## config.mk

```make
export PLATFORM = sky130hd
export DESIGN_NAME = flicker_walsh_meter
export DESIGN_NICKNAME = d
export VERILOG_FILES = /design/src/rtl/fwm_pkg.sv /design/src/rtl/fwm_frame_seq.sv /design/src/rtl/fwm_window.sv /design/src/rtl/fwm_accum.sv /design/src/rtl/flicker_walsh_meter.sv
export SDC_FILE = /design/constraint.sdc
export NUM_CORES = 1
export LEC_CHECK = 0
export ABC_AREA = 1
export CAP_MARGIN = 20
export CELL_PAD_IN_SITES_DETAIL_PLACEMENT = 0
export CELL_PAD_IN_SITES_GLOBAL_PLACEMENT = 1
export CORE_MARGIN = 1
export CORE_UTILIZATION = 45
export CTS_BUF_LIST = sky130_fd_sc_hd__clkbuf_8
export DETAILED_ROUTE_END_ITERATION = 6
export PLACE_DENSITY = 0.88
export SYNTH_ARGS = -nofsm -noshare
export SYNTH_HDL_FRONTEND = slang
export SYNTH_SLANG_ARGS = --single-unit
```

## constraint.sdc

```tcl
create_clock -name clk_i -period 7.08 [get_ports clk_i]
set_input_delay 1.416 -clock clk_i [delete_from_list [all_inputs] [get_ports clk_i]]
set_output_delay 1.416 -clock clk_i [all_outputs]
set_load 0.05 [all_outputs]
```

## src/rtl/fwm_pkg.sv

```systemverilog
package fwm_pkg;
  localparam int unsigned WIN_BASE_LOG = 3;

  // 1 when the Walsh function w is negative at sequence position k
  function automatic logic walsh_neg(input logic [7:0] w, input logic [7:0] k);
    return ^(w & k);
  endfunction
endpackage

```

## src/rtl/fwm_frame_seq.sv

```systemverilog
module fwm_frame_seq #(
  parameter int unsigned FCNT_W   = 8,
  parameter int unsigned LOG_W    = 4,
  parameter int unsigned SEL_W    = 3,
  parameter int unsigned FCNT_RST = 8
) (
  input  logic              clk_i,
  input  logic              rst_ni,
  input  logic              frame_start_i,
  input  logic [LOG_W-1:0]  log_i,
  input  logic [FCNT_W-1:0] fcnt_i,
  input  logic [SEL_W-1:0]  sel_i,
  output logic [FCNT_W-1:0] idx_o,
  output logic [LOG_W-1:0]  log_o,
  output logic [SEL_W-1:0]  sel_o,
  output logic              meas_end_o
);
  logic              started_q;
  logic [FCNT_W-1:0] idx_q, fcnt_q;
  logic [LOG_W-1:0]  log_q;
  logic [SEL_W-1:0]  sel_q;
  logic [FCNT_W:0]   idx_inc;
  logic              meas_start;

  always_comb begin
    idx_inc    = {1'b0, idx_q} + 1'b1;
    meas_end_o = started_q & frame_start_i & (idx_inc >= {1'b0, fcnt_q});
    meas_start = frame_start_i & (~started_q | meas_end_o);
    idx_o      = idx_q;
    if (frame_start_i) idx_o = meas_start ? '0 : idx_inc[FCNT_W-1:0];
    log_o      = meas_start ? log_i : log_q;
    sel_o      = meas_start ? sel_i : sel_q;
  end

  always_ff @(posedge clk_i or negedge rst_ni) begin
    if (!rst_ni) begin
      started_q <= 1'b0;
      idx_q     <= '0;
      fcnt_q    <= FCNT_W'(FCNT_RST);
      log_q     <= '0;
      sel_q     <= '0;
    end else if (frame_start_i) begin
      started_q <= 1'b1;
      idx_q     <= idx_o;
      if (meas_start) begin
        fcnt_q <= fcnt_i;
        log_q  <= log_i;
        sel_q  <= sel_i;
      end
    end
  end
endmodule

```

## src/rtl/fwm_window.sv

```systemverilog
module fwm_window #(
  parameter int unsigned LOG_W  = 4,
  parameter int unsigned FCNT_W = 8,
  parameter int unsigned COL_W  = 26
) (
  input  logic              clk_i,
  input  logic              rst_ni,
  input  logic              pix_valid_i,
  input  logic              line_start_i,
  input  logic              frame_start_i,
  input  logic [LOG_W-1:0]  log_i,
  input  logic [FCNT_W-1:0] idx_i,
  output logic              sample_o
);
  localparam int unsigned SH_W = LOG_W + 1;

  logic             armed_q, active_q, line_on, in_win;
  logic [COL_W-1:0] col_q, cur_col, col_inc;
  logic [SH_W-1:0]  sh;

  always_comb begin
    sh       = SH_W'(log_i) + SH_W'(fwm_pkg::WIN_BASE_LOG);
    cur_col  = line_start_i ? '0 : col_q;
    line_on  = line_start_i ? (armed_q | frame_start_i) : (active_q & ~frame_start_i);
    in_win   = (cur_col >> sh) == COL_W'(idx_i);
    sample_o = pix_valid_i & line_on & in_win;
    col_inc  = (&cur_col) ? cur_col : cur_col + 1'b1;  // saturate, never re-enter a window
  end

  always_ff @(posedge clk_i or negedge rst_ni) begin
    if (!rst_ni) begin
      armed_q  <= 1'b0;
      active_q <= 1'b0;
      col_q    <= '0;
    end else begin
      armed_q  <= line_start_i ? 1'b0 : (armed_q | frame_start_i);
      active_q <= line_on;
      col_q    <= pix_valid_i ? col_inc : cur_col;
    end
  end
endmodule

```

## src/rtl/fwm_accum.sv

```systemverilog
module fwm_accum #(
  parameter int unsigned LUMA_W  = 8,
  parameter int unsigned SCORE_W = 32,
  parameter int unsigned SEL_W   = 3,
  parameter int unsigned N_PAT   = 4,
  parameter int unsigned IDX_W   = 8
) (
  input  logic                           clk_i,
  input  logic                           rst_ni,
  input  logic                           sample_i,
  input  logic [LUMA_W-1:0]              luma_i,
  input  logic [SEL_W-1:0]               sel_i,
  input  logic [IDX_W-1:0]               idx_i,
  input  logic                           meas_end_i,
  output logic [N_PAT-1:0][SCORE_W-1:0]  score_o,
  output logic                           done_o
);
  localparam int unsigned PAT_W = (N_PAT > 1) ? $clog2(N_PAT) : 1;

  logic [SCORE_W-1:0] mag;
  assign mag = SCORE_W'(luma_i);

  for (genvar p = 0; p < N_PAT; p++) begin : g_pat
    localparam logic [PAT_W-1:0] PIDX = PAT_W'(p);
    logic [SCORE_W-1:0] acc_q, score_q, term;
    logic               neg;

    always_comb begin
      neg  = fwm_pkg::walsh_neg(8'({sel_i, PIDX}), 8'(idx_i));
      term = '0;
      if (sample_i) term = neg ? ('0 - mag) : mag;
    end

    always_ff @(posedge clk_i or negedge rst_ni) begin
      if (!rst_ni) begin
        acc_q   <= '0;
        score_q <= '0;
      end else if (meas_end_i) begin
        score_q <= acc_q;
        acc_q   <= term;  // sample in the closing cycle belongs to the new run
      end else begin
        acc_q   <= acc_q + term;
      end
    end

    assign score_o[p] = score_q;
  end

  always_ff @(posedge clk_i or negedge rst_ni) begin
    if (!rst_ni) done_o <= 1'b0;
    else         done_o <= meas_end_i;
  end
endmodule

```

## src/rtl/flicker_walsh_meter.sv

```systemverilog
module flicker_walsh_meter #(
  parameter int unsigned LUMA_W  = 8,
  parameter int unsigned SCORE_W = 32,
  parameter int unsigned LOG_W   = 4,
  parameter int unsigned FCNT_W  = 8,
  parameter int unsigned SEL_W   = 3,
  parameter int unsigned N_PAT   = 4
) (
  input  logic                          clk_i,
  input  logic                          rst_ni,
  input  logic                          pix_valid_i,
  input  logic                          line_start_i,
  input  logic                          frame_start_i,
  input  logic [LUMA_W-1:0]             luma_i,
  input  logic [LOG_W-1:0]              win_log_i,
  input  logic [FCNT_W-1:0]             meas_frames_i,
  input  logic [SEL_W-1:0]              walsh_sel_i,
  output logic [N_PAT-1:0][SCORE_W-1:0] score_o,
  output logic                          done_o
);
  localparam int unsigned COL_W = FCNT_W + fwm_pkg::WIN_BASE_LOG + (1 << LOG_W) - 1;

  logic [FCNT_W-1:0] idx_eff;
  logic [LOG_W-1:0]  log_eff;
  logic [SEL_W-1:0]  sel_eff;
  logic              meas_end, sample;

  fwm_frame_seq #(.FCNT_W(FCNT_W), .LOG_W(LOG_W), .SEL_W(SEL_W), .FCNT_RST(8)) u_seq (
    .clk_i, .rst_ni, .frame_start_i,
    .log_i(win_log_i), .fcnt_i(meas_frames_i), .sel_i(walsh_sel_i),
    .idx_o(idx_eff), .log_o(log_eff), .sel_o(sel_eff), .meas_end_o(meas_end)
  );

  fwm_window #(.LOG_W(LOG_W), .FCNT_W(FCNT_W), .COL_W(COL_W)) u_win (
    .clk_i, .rst_ni, .pix_valid_i, .line_start_i, .frame_start_i,
    .log_i(log_eff), .idx_i(idx_eff), .sample_o(sample)
  );

  fwm_accum #(.LUMA_W(LUMA_W), .SCORE_W(SCORE_W), .SEL_W(SEL_W), .N_PAT(N_PAT),
              .IDX_W(FCNT_W)) u_acc (
    .clk_i, .rst_ni, .sample_i(sample), .luma_i, .sel_i(sel_eff), .idx_i(idx_eff),
    .meas_end_i(meas_end), .score_o, .done_o
  );
endmodule

```

# == Word-level counts from Yosys, hierarchy flattened ==
# Index checks and enable logic that the tools add are counted.
# classes
n_bitwise,14
mux,21
shift,1
add_sub_neg,8
magnitude_cmp,1
n_eq_ne,1
reduce_logical,6
# op_table
cell,n
$mux W32,12
$add A32 B32 Y32,4
$mux W26,3
$and A5 B8 Y8,4
$reduce_xor A8 Y1,4
$add A26 B1 Y26 const B,1
$eq A26 B8 Y1,1
$reduce_and A26 Y1,1
$shr A26 B5 Y26,1
$mux W8,2
$add A8 B1 Y9 const B,1
$ge A9 B8 Y1,1
$sub A1 B8 Y9 const A,1
$and A1 B1 Y1,6
$add A4 B2 Y5 const B,1
$mux W4,1
$mux W3,1
$mux W1,2
$not A1 Y1,2
$or A1 B1 Y1,2
$reduce_and A2 Y1,1
# word_totals
wordCells,69
output_inout_bits,129
in_bits,28
ff_bits,309

# == Depth between registers and ports, before layout ==
# Gate-level depths: netlist of run 1.
# logic_depth
depth_word,13
depth_mapped,56
depth_no_buf,54

# == Modules after synthesis ==
# Synthesis of run 1 repeated with hierarchy kept, for this count alone.
# unflattened
hier_cells,3496
area_unflattened_um2,23152.2
# by_module_without_submodules
mod,cells_each,area_per_inst_um2,seq_area_each_um2,n_inst
fwm_accum,2803,18664.2,6431.2,1
fwm_window,523,3085.5,700.7,1
fwm_frame_seq,170,1402.6,601.8,1

# == Worst setup path before layout of run 1 ==
# No wires, ideal clock.
# synth_path
path_kind,flip-flop to flip-flop
start,reg u_seq.idx_q[3]
end,reg u_acc.g_pat[1].acc_q[28]
slack_ps,1192
n_path_buf,4
arrival_ps,5811
path_stages_with_launch,51
synth_period_minus_slack_ps,5888
t_required_ps,7003
path_cell_list,dfrtp_1 inv_1 nor4_1 nand2_1 xor2_1 inv_1 ha_1 nand2_1 inv_1 nand2_1 nand2_1 nand2_1 nand3_2 nand2_4 buf_6 nand2_2 nand2_4 buf_6 [15 not listed] o21ai_0 nand3_1 nand2_1 a21o_1 a21oi_1 o21ai_0 nand2_1 nand2_1 nand2_1 nand2_1 nand3_1 nand2_1 nand2_1 nand2_1 inv_1 o21ai_0 o21ai_0 a21oi_1
# synth_via
elab_chain_cells,13
word_cells_on_any_way,19
cone_classes,add/sub: 3; order compare: 1; eq/ne: 1; shift: 1; mux: 7; bitwise: 5; reduce/logical: 1
# synth_rtl
item,line,rtl
from (decl),fwm_frame_seq.sv:19,"logic [FCNT_W-1:0] idx_q, fcnt_q;"
from (signal assigned),fwm_frame_seq.sv:44,idx_q <= idx_o;
$add A8 B1 Y9,fwm_frame_seq.sv:26,"idx_inc = {1'b0, idx_q} + 1'b1;"
$ge A9 B8 Y1,fwm_frame_seq.sv:27,"meas_end_o = started_q & frame_start_i & (idx_inc >= {1'b0, fcnt_q});"
$and A1 B1 Y1,fwm_frame_seq.sv:27,
$or A1 B1 Y1,fwm_frame_seq.sv:28,meas_start = frame_start_i & (~started_q | meas_end_o);
$and A1 B1 Y1,fwm_frame_seq.sv:28,
$mux W4 / $mux W8 (equally long branches),"fwm_frame_seq.sv:31, fwm_frame_seq.sv:30",
$add A4 B2 Y5 / $mux W8 (equally long branches),"fwm_window.sv:22, fwm_frame_seq.sv:30",
$shr A26 B5 Y26 / $and A5 B8 Y8 (equally long branches),"fwm_window.sv:25, fwm_pkg.sv:6",
$eq A26 B8 Y1 / $reduce_xor A8 Y1 (equally long branches),"fwm_window.sv:25, fwm_pkg.sv:6",
$and A1 B1 Y1 / $mux W32 (equally long branches),"fwm_window.sv:26, fwm_accum.sv:31",
$mux W32,fwm_accum.sv:31,if (sample_i) term = neg ? ('0 - mag) : mag;
$add A32 B32 Y32,fwm_accum.sv:42,acc_q <= acc_q + term;
$mux W32 *,fwm_accum.sv:38,end else if (meas_end_i) begin
to (signal assigned),fwm_accum.sv:40,acc_q <= term;
to (signal assigned),fwm_accum.sv:42,
to (decl),fwm_accum.sv:25,"logic [SCORE_W-1:0] acc_q, score_q, term;"
# Mark *: on every way between the ends. The rest lies on a longest branch, timed or not.
# A chain may end at the register's enable or synchronous reset.

# == Final worst setup path of run 1 ==
# layout_path
start,reg u_seq.idx_q[0]
end,reg u_acc.g_pat[3].acc_q[30]
# layout_via
elab_chain_cells,13
word_cells_on_any_way,19
cone_classes,add/sub: 3; order compare: 1; eq/ne: 1; shift: 1; mux: 7; bitwise: 5; reduce/logical: 1
# layout_rtl
item,line
$add A8 B1 Y9,fwm_frame_seq.sv:26
$ge A9 B8 Y1,fwm_frame_seq.sv:27
$and A1 B1 Y1,fwm_frame_seq.sv:27
$or A1 B1 Y1,fwm_frame_seq.sv:28
$and A1 B1 Y1,fwm_frame_seq.sv:28
$mux W4 / $mux W8 (equally long branches),"fwm_frame_seq.sv:31, fwm_frame_seq.sv:30"
$add A4 B2 Y5 / $mux W8 (equally long branches),"fwm_window.sv:22, fwm_frame_seq.sv:30"
$shr A26 B5 Y26 / $and A5 B8 Y8 (equally long branches),"fwm_window.sv:25, fwm_pkg.sv:6"
$eq A26 B8 Y1 / $reduce_xor A8 Y1 (equally long branches),"fwm_window.sv:25, fwm_pkg.sv:6"
$and A1 B1 Y1 / $mux W32 (equally long branches),"fwm_window.sv:26, fwm_accum.sv:31"
$mux W32,fwm_accum.sv:31
$add A32 B32 Y32,fwm_accum.sv:42
$mux W32 *,fwm_accum.sv:38
to (signal assigned),fwm_accum.sv:40
to (signal assigned),fwm_accum.sv:42
to (decl),fwm_accum.sv:25
# Marks and branches as above.

==> results of run 1 <==
## cells by family (layout without fill, tap and decap cells)
group / after synthesis / in the layout
xor gates and xnor gates: 113 / 113
adders and majority gates: 139 / 139
other: 0 / 1
buffers and inverters: 311 / 527
DFF: 309 / 309
and+or+nand+nor: 1334 / 1334
AOI/OAI and AO/OA: 364 / 364
muxes: 1 / 1
## where the power goes
part	total [mW]	switching (mW)	internal (mW)
clock network	1.93	0.801	1.13
registers	1.95	0.0649	1.88
logic	2.51	1.76	0.749
## critical path: cells and delay by family, from the launching register on
kind	cells	cell delay, ps
flip-flops	1	410
XOR/XNOR	1	230
AND/OR/NAND/NOR	40	3410
buffers and inverters	3	280
AO/OA/AOI/OAI	5	820
adder cells (fa/ha/maj)	4	1160
## what timing repair did
action,CTS,global route
buffers inserted,0,4
gates resized for setup,0,44
endpoints found under the setup margin,0,38
## registers in the layout, summed over array words and instances (netlist names), 3 cells and up
register,cells
u_seq.sel_q,3
u_acc.g_pat.acc_q,128
u_acc.g_pat.score_q,128
u_win.col_q,26
u_seq.idx_q,8
u_seq.log_q,4
u_seq.fcnt_q,8
## layer usage
| layer | part of all wire (%) | global-route usage [%] | vias up |
|---|---|---|---|
| met1 | 47 | 32.5 | 8046 |
| met5 | 0.018 | 0 | - |
| met2 | 45 | 37.7 | 385 |
| met3 | 4.8 | 4.18 | 85 |
| met4 | 2.4 | 6.87 | 2 |
| li1 | - | - | 8754 |
## cell usage in the layout (no fill, tap or decap), types with 68 or more instances in the layout
cell               n
nand2_1          846
dfrtp_1          308
nand3_1          187
clkdlybuf4s50_1  155
clkbuf_8          68
ha_1             135
nor2_1           212
inv_1            237
a21oi_1          154
o21ai_0          112
## final cells by class
type	count	area, um2	share of cell area, %
clock buffers	68	936	4.10
multi-input cells	1951	10300	45.3
repair buffers	191	1880	8.26
diodes	1	2.50	0.0110
flip-flops and latches	309	7730	33.9
inverters	236	898	3.94
clock inverters	32	337	1.48
well taps	539	674	2.96
## stage by stage
step           setup TNS (ps)  power [mW]  cells  instance area [um2]
5_1_grt                 -76.6        6.86   3327                22800
2_1_floorplan               0        3.82   2571                19200
3_5_place_dp            -12.6        4.44   3222                21400
6_report                    0        6.38   3327                22800
3_3_place_gp                0        4.42   3222                21400
4_1_cts                     0        6.40   3322                22700
## final timing paths
kind,to,slack (ps),startpoint,depth (start not counted)
min in group asynchronous,u_acc.g_pat[3].score_q[29],700,rst_ni,1
min,u_acc.g_pat[3].score_q[19],470,u_acc.g_pat[3].acc_q[19],2
min reg2reg,u_acc.g_pat[3].score_q[19],470,u_acc.g_pat[3].acc_q[19],2
max in group asynchronous,u_acc.g_pat[0].score_q[26],5010,rst_ni,2
max reg2reg,u_acc.g_pat[3].acc_q[30],630,u_seq.idx_q[0],53
max,u_acc.g_pat[3].acc_q[30],630,u_seq.idx_q[0],53
==> results.sh, run 1 <==
export IMPL_clock_root_buffer="clkbuf_8"
export IMPL_synth_most_common_cell="nand2_1"
export IMPL_grt_ovfl_total=0
export IMPL_max_stage_delay_ps=410
export IMPL_cts_buffers=54
export IMPL_ys_warn_count=0
export IMPL_wire_per_inst_um=15.0
export IMPL_pin_count=157
export IMPL_final_core_util_pct=54.2
export IMPL_ir_drop_v=0.000220
export IMPL_grt_antenna_before_repair=2
export IMPL_syn_to_final_growth_pct=18.7
export IMPL_synth_ff_type="dfrtp_1"
export IMPL_synthCells=2571
export IMPL_synth_xor_xnor_area_share_pct=5.19
export IMPL_worst_endpoint_arrival_ps=6970
export IMPL_cp_max_fo=16
export IMPL_status="finished, final reports clean"
export IMPL_drive_gt1_share_pct=6.24
export IMPL_worst_slew_pin_slew_ps=952
export IMPL_period_minus_slack_ps=6450
export IMPL_synth_area_mux_share_pct=0.0586
export IMPL_synth_area_mm2=0.0192
export IMPL_synth_seq_cells=309
export IMPL_via_per_inst=5.19
export IMPL_clk_pin_slew_ps=60
export IMPL_final_antenna_net_count=0
export IMPL_setup_viol=0
export IMPL_die_y_um=209
export IMPL_drt_iter0_drc=957
export IMPL_grt_pass1_wl_um=84400
export IMPL_synth_edf_count=0
export IMPL_synth_simple_gate_area_share_pct=28.4
export IMPL_synth_top_area_share_pct=40.1
export IMPL_remaining_drc_errors=0
export IMPL_h_tree_depth=2
export IMPL_max_freq_mhz=155
export IMPL_skew_ps=20.5
export IMPL_hold_violations=0
export IMPL_grt_pass1_vias=17000
export IMPL_coreArea_mm2=0.0420
export IMPL_track_usage_pct=23.5
export IMPL_leakagePower_nw=12.5
export IMPL_syn_nets=2738
export IMPL_startpoint_type="flip-flop"
export IMPL_worstSetupPathType="reg -> reg"
export IMPL_yosys_top_cells_area="dfrtp_1, nand2_1, ha_1"
export IMPL_tritoncts="done"
export IMPL_async_flop_share_pct=100
export IMPL_drt_total_wl_um=50000
export IMPL_start_util_pct=45.7
export IMPL_ys_types=50
export IMPL_portBuffers=156
export IMPL_ys_top_cells_by_count="nand2_1, dfrtp_1, inv_1"
export IMPL_slew_limit_headroom_pct=36.6
export IMPL_fill_cells=4069
export IMPL_clk_latency_ps=650
export IMPL_nets=2910
export IMPL_fin_ws_ps=630
export IMPL_grt_max_degree=179
export IMPL_gp_congestion=0.906
export IMPL_synth_top_area_cell="dfrtp_1"
export IMPL_dr_pass1_iters=5
export IMPL_synth_compound_area_share_pct=10.4
export IMPL_synth_top_family_by_area="simple AND/OR/NAND/NOR gates"
export IMPL_clockBufferDepth=3
export IMPL_yosys_area_share_adder_pct=9.21
export IMPL_min_period_over_period_pct=91.1
export IMPL_cts_sinks=309
export IMPL_place_hpwl_um=35500
export IMPL_rsz0062_at_grt="true"
export IMPL_die_area_mm2=0.0435
export IMPL_crit_slowest_cell="dfrtp_1"
export IMPL_drv_slew=0
export IMPL_place_ws_ps=-12.6
export IMPL_num_vias=17300
export IMPL_hold_ws_ps=473
export IMPL_end_kind="flip-flop"
export IMPL_cap_viol_max_count=0
export IMPL_cts_hold_buf=0
export IMPL_die_x_um=209
export IMPL_cp_required_ps=7600
export IMPL_rows=75
export IMPL_avgSynthCellArea_um2=7.47
export IMPL_seq_area_frac_synth_pct=40.3
export IMPL_hp_class="reg -> reg"
export IMPL_path_common_cell="nand2_1"
export IMPL_p_per_area_mw_per_mm2=280
No activity file was read; power rests on OpenSTA's default activity.
==> run 2: changes to the inputs <==
--- a/config.mk
+++ b/config.mk
@@ -6,13 +6,13 @@
 export NUM_CORES = 1
 export LEC_CHECK = 0
 export ABC_AREA = 1
-export CAP_MARGIN = 20
 export CELL_PAD_IN_SITES_DETAIL_PLACEMENT = 0
 export CELL_PAD_IN_SITES_GLOBAL_PLACEMENT = 1
 export CORE_MARGIN = 1
-export CORE_UTILIZATION = 45
+export CORE_UTILIZATION = 49
 export CTS_BUF_LIST = sky130_fd_sc_hd__clkbuf_8
 export DETAILED_ROUTE_END_ITERATION = 6
+export DONT_BUFFER_PORTS = 1
 export PLACE_DENSITY = 0.88
 export SYNTH_ARGS = -nofsm -noshare
 export SYNTH_HDL_FRONTEND = slang
==> constraint.sdc (replaced) <==
create_clock -name clk_i -period 7.08 [get_ports clk_i]
set_input_delay 0.708 -clock clk_i [delete_from_list [all_inputs] [get_ports clk_i]]
set_output_delay 0.708 -clock clk_i [all_outputs]
set_load 0.05 [all_outputs]
==> run 2 against run 1 <==
- the flow now finishes with violations (negative hold slack)
- cell count shrank 5.4%
- sequential share of layout area rose by 2.6 points
- wire length shrank 0.16%
- critical path type unchanged
- critical endpoint is now u_acc.g_pat[3].acc_q[25]
==> results.sh, run 2 (synthesis results as in run 1) <==
export IMPL_end_kind="flip-flop"
export IMPL_cts_buffers=55
export IMPL_cp_required_ps=7560
export IMPL_worstSetupPathType="reg -> reg"
export IMPL_setup_viol=0
export IMPL_hold_ws_ps=-232
export IMPL_placed_cell_area_mm2=0.0197
export IMPL_clockBufferDepth=3
export IMPL_dr_pass1_iters=5
export IMPL_final_core_util_pct=54.7
export IMPL_remaining_drc_errors=0
export IMPL_status="finished, violations left"
export IMPL_rrSetupSlack_ps=600
export IMPL_violations="negative hold slack"
export IMPL_die_y_um=200
export IMPL_fill_cells=3699
export IMPL_cp_top_family="simple AND/OR/NAND/NOR gates"
export IMPL_sw_frac_of_total_pct=42.6
export IMPL_nets=2751
export IMPL_grt_max_degree=310
export IMPL_grt_ovfl_total=0
export IMPL_hold_violations=309
export IMPL_worstReg2RegStart="u_seq.idx_q[0]"
export IMPL_wire_per_inst_um=15.9
export IMPL_leakagePower_nw=11.9
export IMPL_max_freq_mhz=154
export IMPL_internal_power_mw=3.51
export IMPL_startpoint_type="flip-flop"
export IMPL_cp_max_fo=25
export IMPL_period_minus_slack_ps=6480
export IMPL_final_antenna_net_count=0
export IMPL_via_per_inst=5.32
export IMPL_cts_sinks=309
export IMPL_clk_pin_slew_ps=60
export IMPL_max_stage_delay_ps=380
export IMPL_h_tree_depth=2
export IMPL_grt_pass1_wl_um=80800
export IMPL_p_per_area_mw_per_mm2=289
export IMPL_ir_drop_v=0.000252
export IMPL_p_switching_mw=2.61
export IMPL_skew_ps=46.6
export IMPL_drv_slew=0
export IMPL_path_common_cell="nand2_1"
export IMPL_start_util_pct=49.7
export IMPL_critical_path_buf_inv_count=7
export IMPL_drive_gt1_share_pct=6.92
export IMPL_clk_latency_ps=670
export IMPL_coreArea_mm2=0.0386
export IMPL_finalPower_mw=6.12
export IMPL_hp_class="in -> async"
export IMPL_final_cells=3147
export IMPL_reg2reg_to="u_acc.g_pat[3].acc_q[25]"
export IMPL_reg_largest_list="u_acc.g_pat.acc_q x128, u_acc.g_pat.score_q x128, u_win.col_q x26"
export IMPL_clock_root_buffer="clkbuf_8"
export IMPL_die_area_mm2=0.0400
export IMPL_grt_pass1_vias=16100
export IMPL_layout_common_cells="nand2_1, dfrtp_1, inv_1, nor2_1, nand3_1"
export IMPL_syn_to_final_growth_pct=10.1
export IMPL_worst_slew_pin_slew_ps=1060
export IMPL_rows=72
export IMPL_seqPwrFrac_pct=33.7
export IMPL_drt_iter0_drc=1104
export IMPL_drt_total_wl_um=49900
export IMPL_worst_endpoint_arrival_ps=6960
export IMPL_num_vias=16700
export IMPL_antenna_cells=0
export IMPL_design_area_mm2=0.0212
export IMPL_grt_antenna_before_repair=0
export IMPL_clock_power_share_pct=28.0
export IMPL_crit_slowest_cell="dfrtp_1"
export IMPL_die_x_um=200
export IMPL_gp_congestion=0.901
export IMPL_reg2reg_depth=44
export IMPL_portBuffers=0
export IMPL_slew_limit_headroom_pct=29.4
export IMPL_mostFrequentLayoutCell="nand2_1"
export IMPL_crit_start="u_seq.idx_q[0]"
export IMPL_place_hpwl_um=34800
export IMPL_placed_cells=3036
export IMPL_track_usage_pct=25.2
export IMPL_tritoncts="done"
export IMPL_pwr_share_comb_pct=38.4
export IMPL_min_period_over_period_pct=91.5
export IMPL_pin_count=157
export IMPL_cap_viol_max_count=0
-- run 2: final cells by class --
| class | instances | area, um2 | share of cell area (%) |
|---|---|---|---|
| Multi-Input combinational cell | 1953 | 10500 | 49.6 |
| Sequential cell | 309 | 7730 | 36.6 |
| Clock buffer | 70 | 963 | 4.55 |
| Inverter | 236 | 901 | 4.26 |
| Tap cell | 518 | 648 | 3.06 |
| Timing Repair Buffer | 29 | 245 | 1.16 |
| Clock inverter | 32 | 176 | 0.834 |
-- run 2: power groups by stage --
stage | clock (mW) | sequential, mW | combinational, mW
3_5_place_dp | 0 | 2.09 | 2.22
3_3_place_gp | 0 | 2.09 | 2.20
6_report | 1.71 | 2.06 | 2.35
2_1_floorplan | 0 | 2.07 | 1.75
5_1_grt | 1.84 | 2.07 | 2.67
4_1_cts | 1.76 | 2.06 | 2.23
-- run 2: worst max-delay path by stage --
stage	end	cells past startpoint
2_1_floorplan	u_acc.g_pat[1].acc_q[28]	50
3_3_place_gp	u_acc.g_pat[3].acc_q[28]	50
3_5_place_dp	u_acc.g_pat[2].acc_q[28]	45
4_1_cts	u_acc.g_pat[2].acc_q[28]	48
5_1_grt	u_acc.g_pat[3].acc_q[25]	44
6_report	u_acc.g_pat[3].acc_q[25]	44
-- run 2: what timing repair did --
| item | CTS | global route |
|---|---|---|
| setup endpoints to repair | 9 | 61 |
| cloned | 0 | 2 |
| endpoints found under the hold margin | 309 | 309 |
| resized for setup | 2 | 67 |
| pin swaps | 0 | 4 |
| buffers inserted | 0 | 7 |
-- run 2: per-stage QoR --
stage	hold slack, ps	worst slack [ps]	TNS, ps
2_1_floorplan	412	1190	0
3_3_place_gp	421	-23.0	-23.0
3_5_place_dp	420	-141	-432
4_1_cts	-298	34.4	0
5_1_grt	-271	-118	-994
6_report	-232	600	0
-- run 2: metal layers --
layer  up-vias  share of wire (%)  track usage, %
met5         -                  0               0
met4         0                2.8            8.99
met3        92                5.8            4.57
met2       363                 45            40.6
met1      7849                 46            33.9
li1       8424                  -               -
==> run 3: changes to the inputs <==
--- a/config.mk
+++ b/config.mk
@@ -6,6 +6,7 @@
 export NUM_CORES = 1
 export LEC_CHECK = 0
 export ABC_AREA = 1
+export CAP_MARGIN = 25
 export CELL_PAD_IN_SITES_DETAIL_PLACEMENT = 0
 export CELL_PAD_IN_SITES_GLOBAL_PLACEMENT = 1
 export CORE_MARGIN = 1
==> results of run 3 <==
No change in the layout: final DEF, timing and power equal those of run 2.
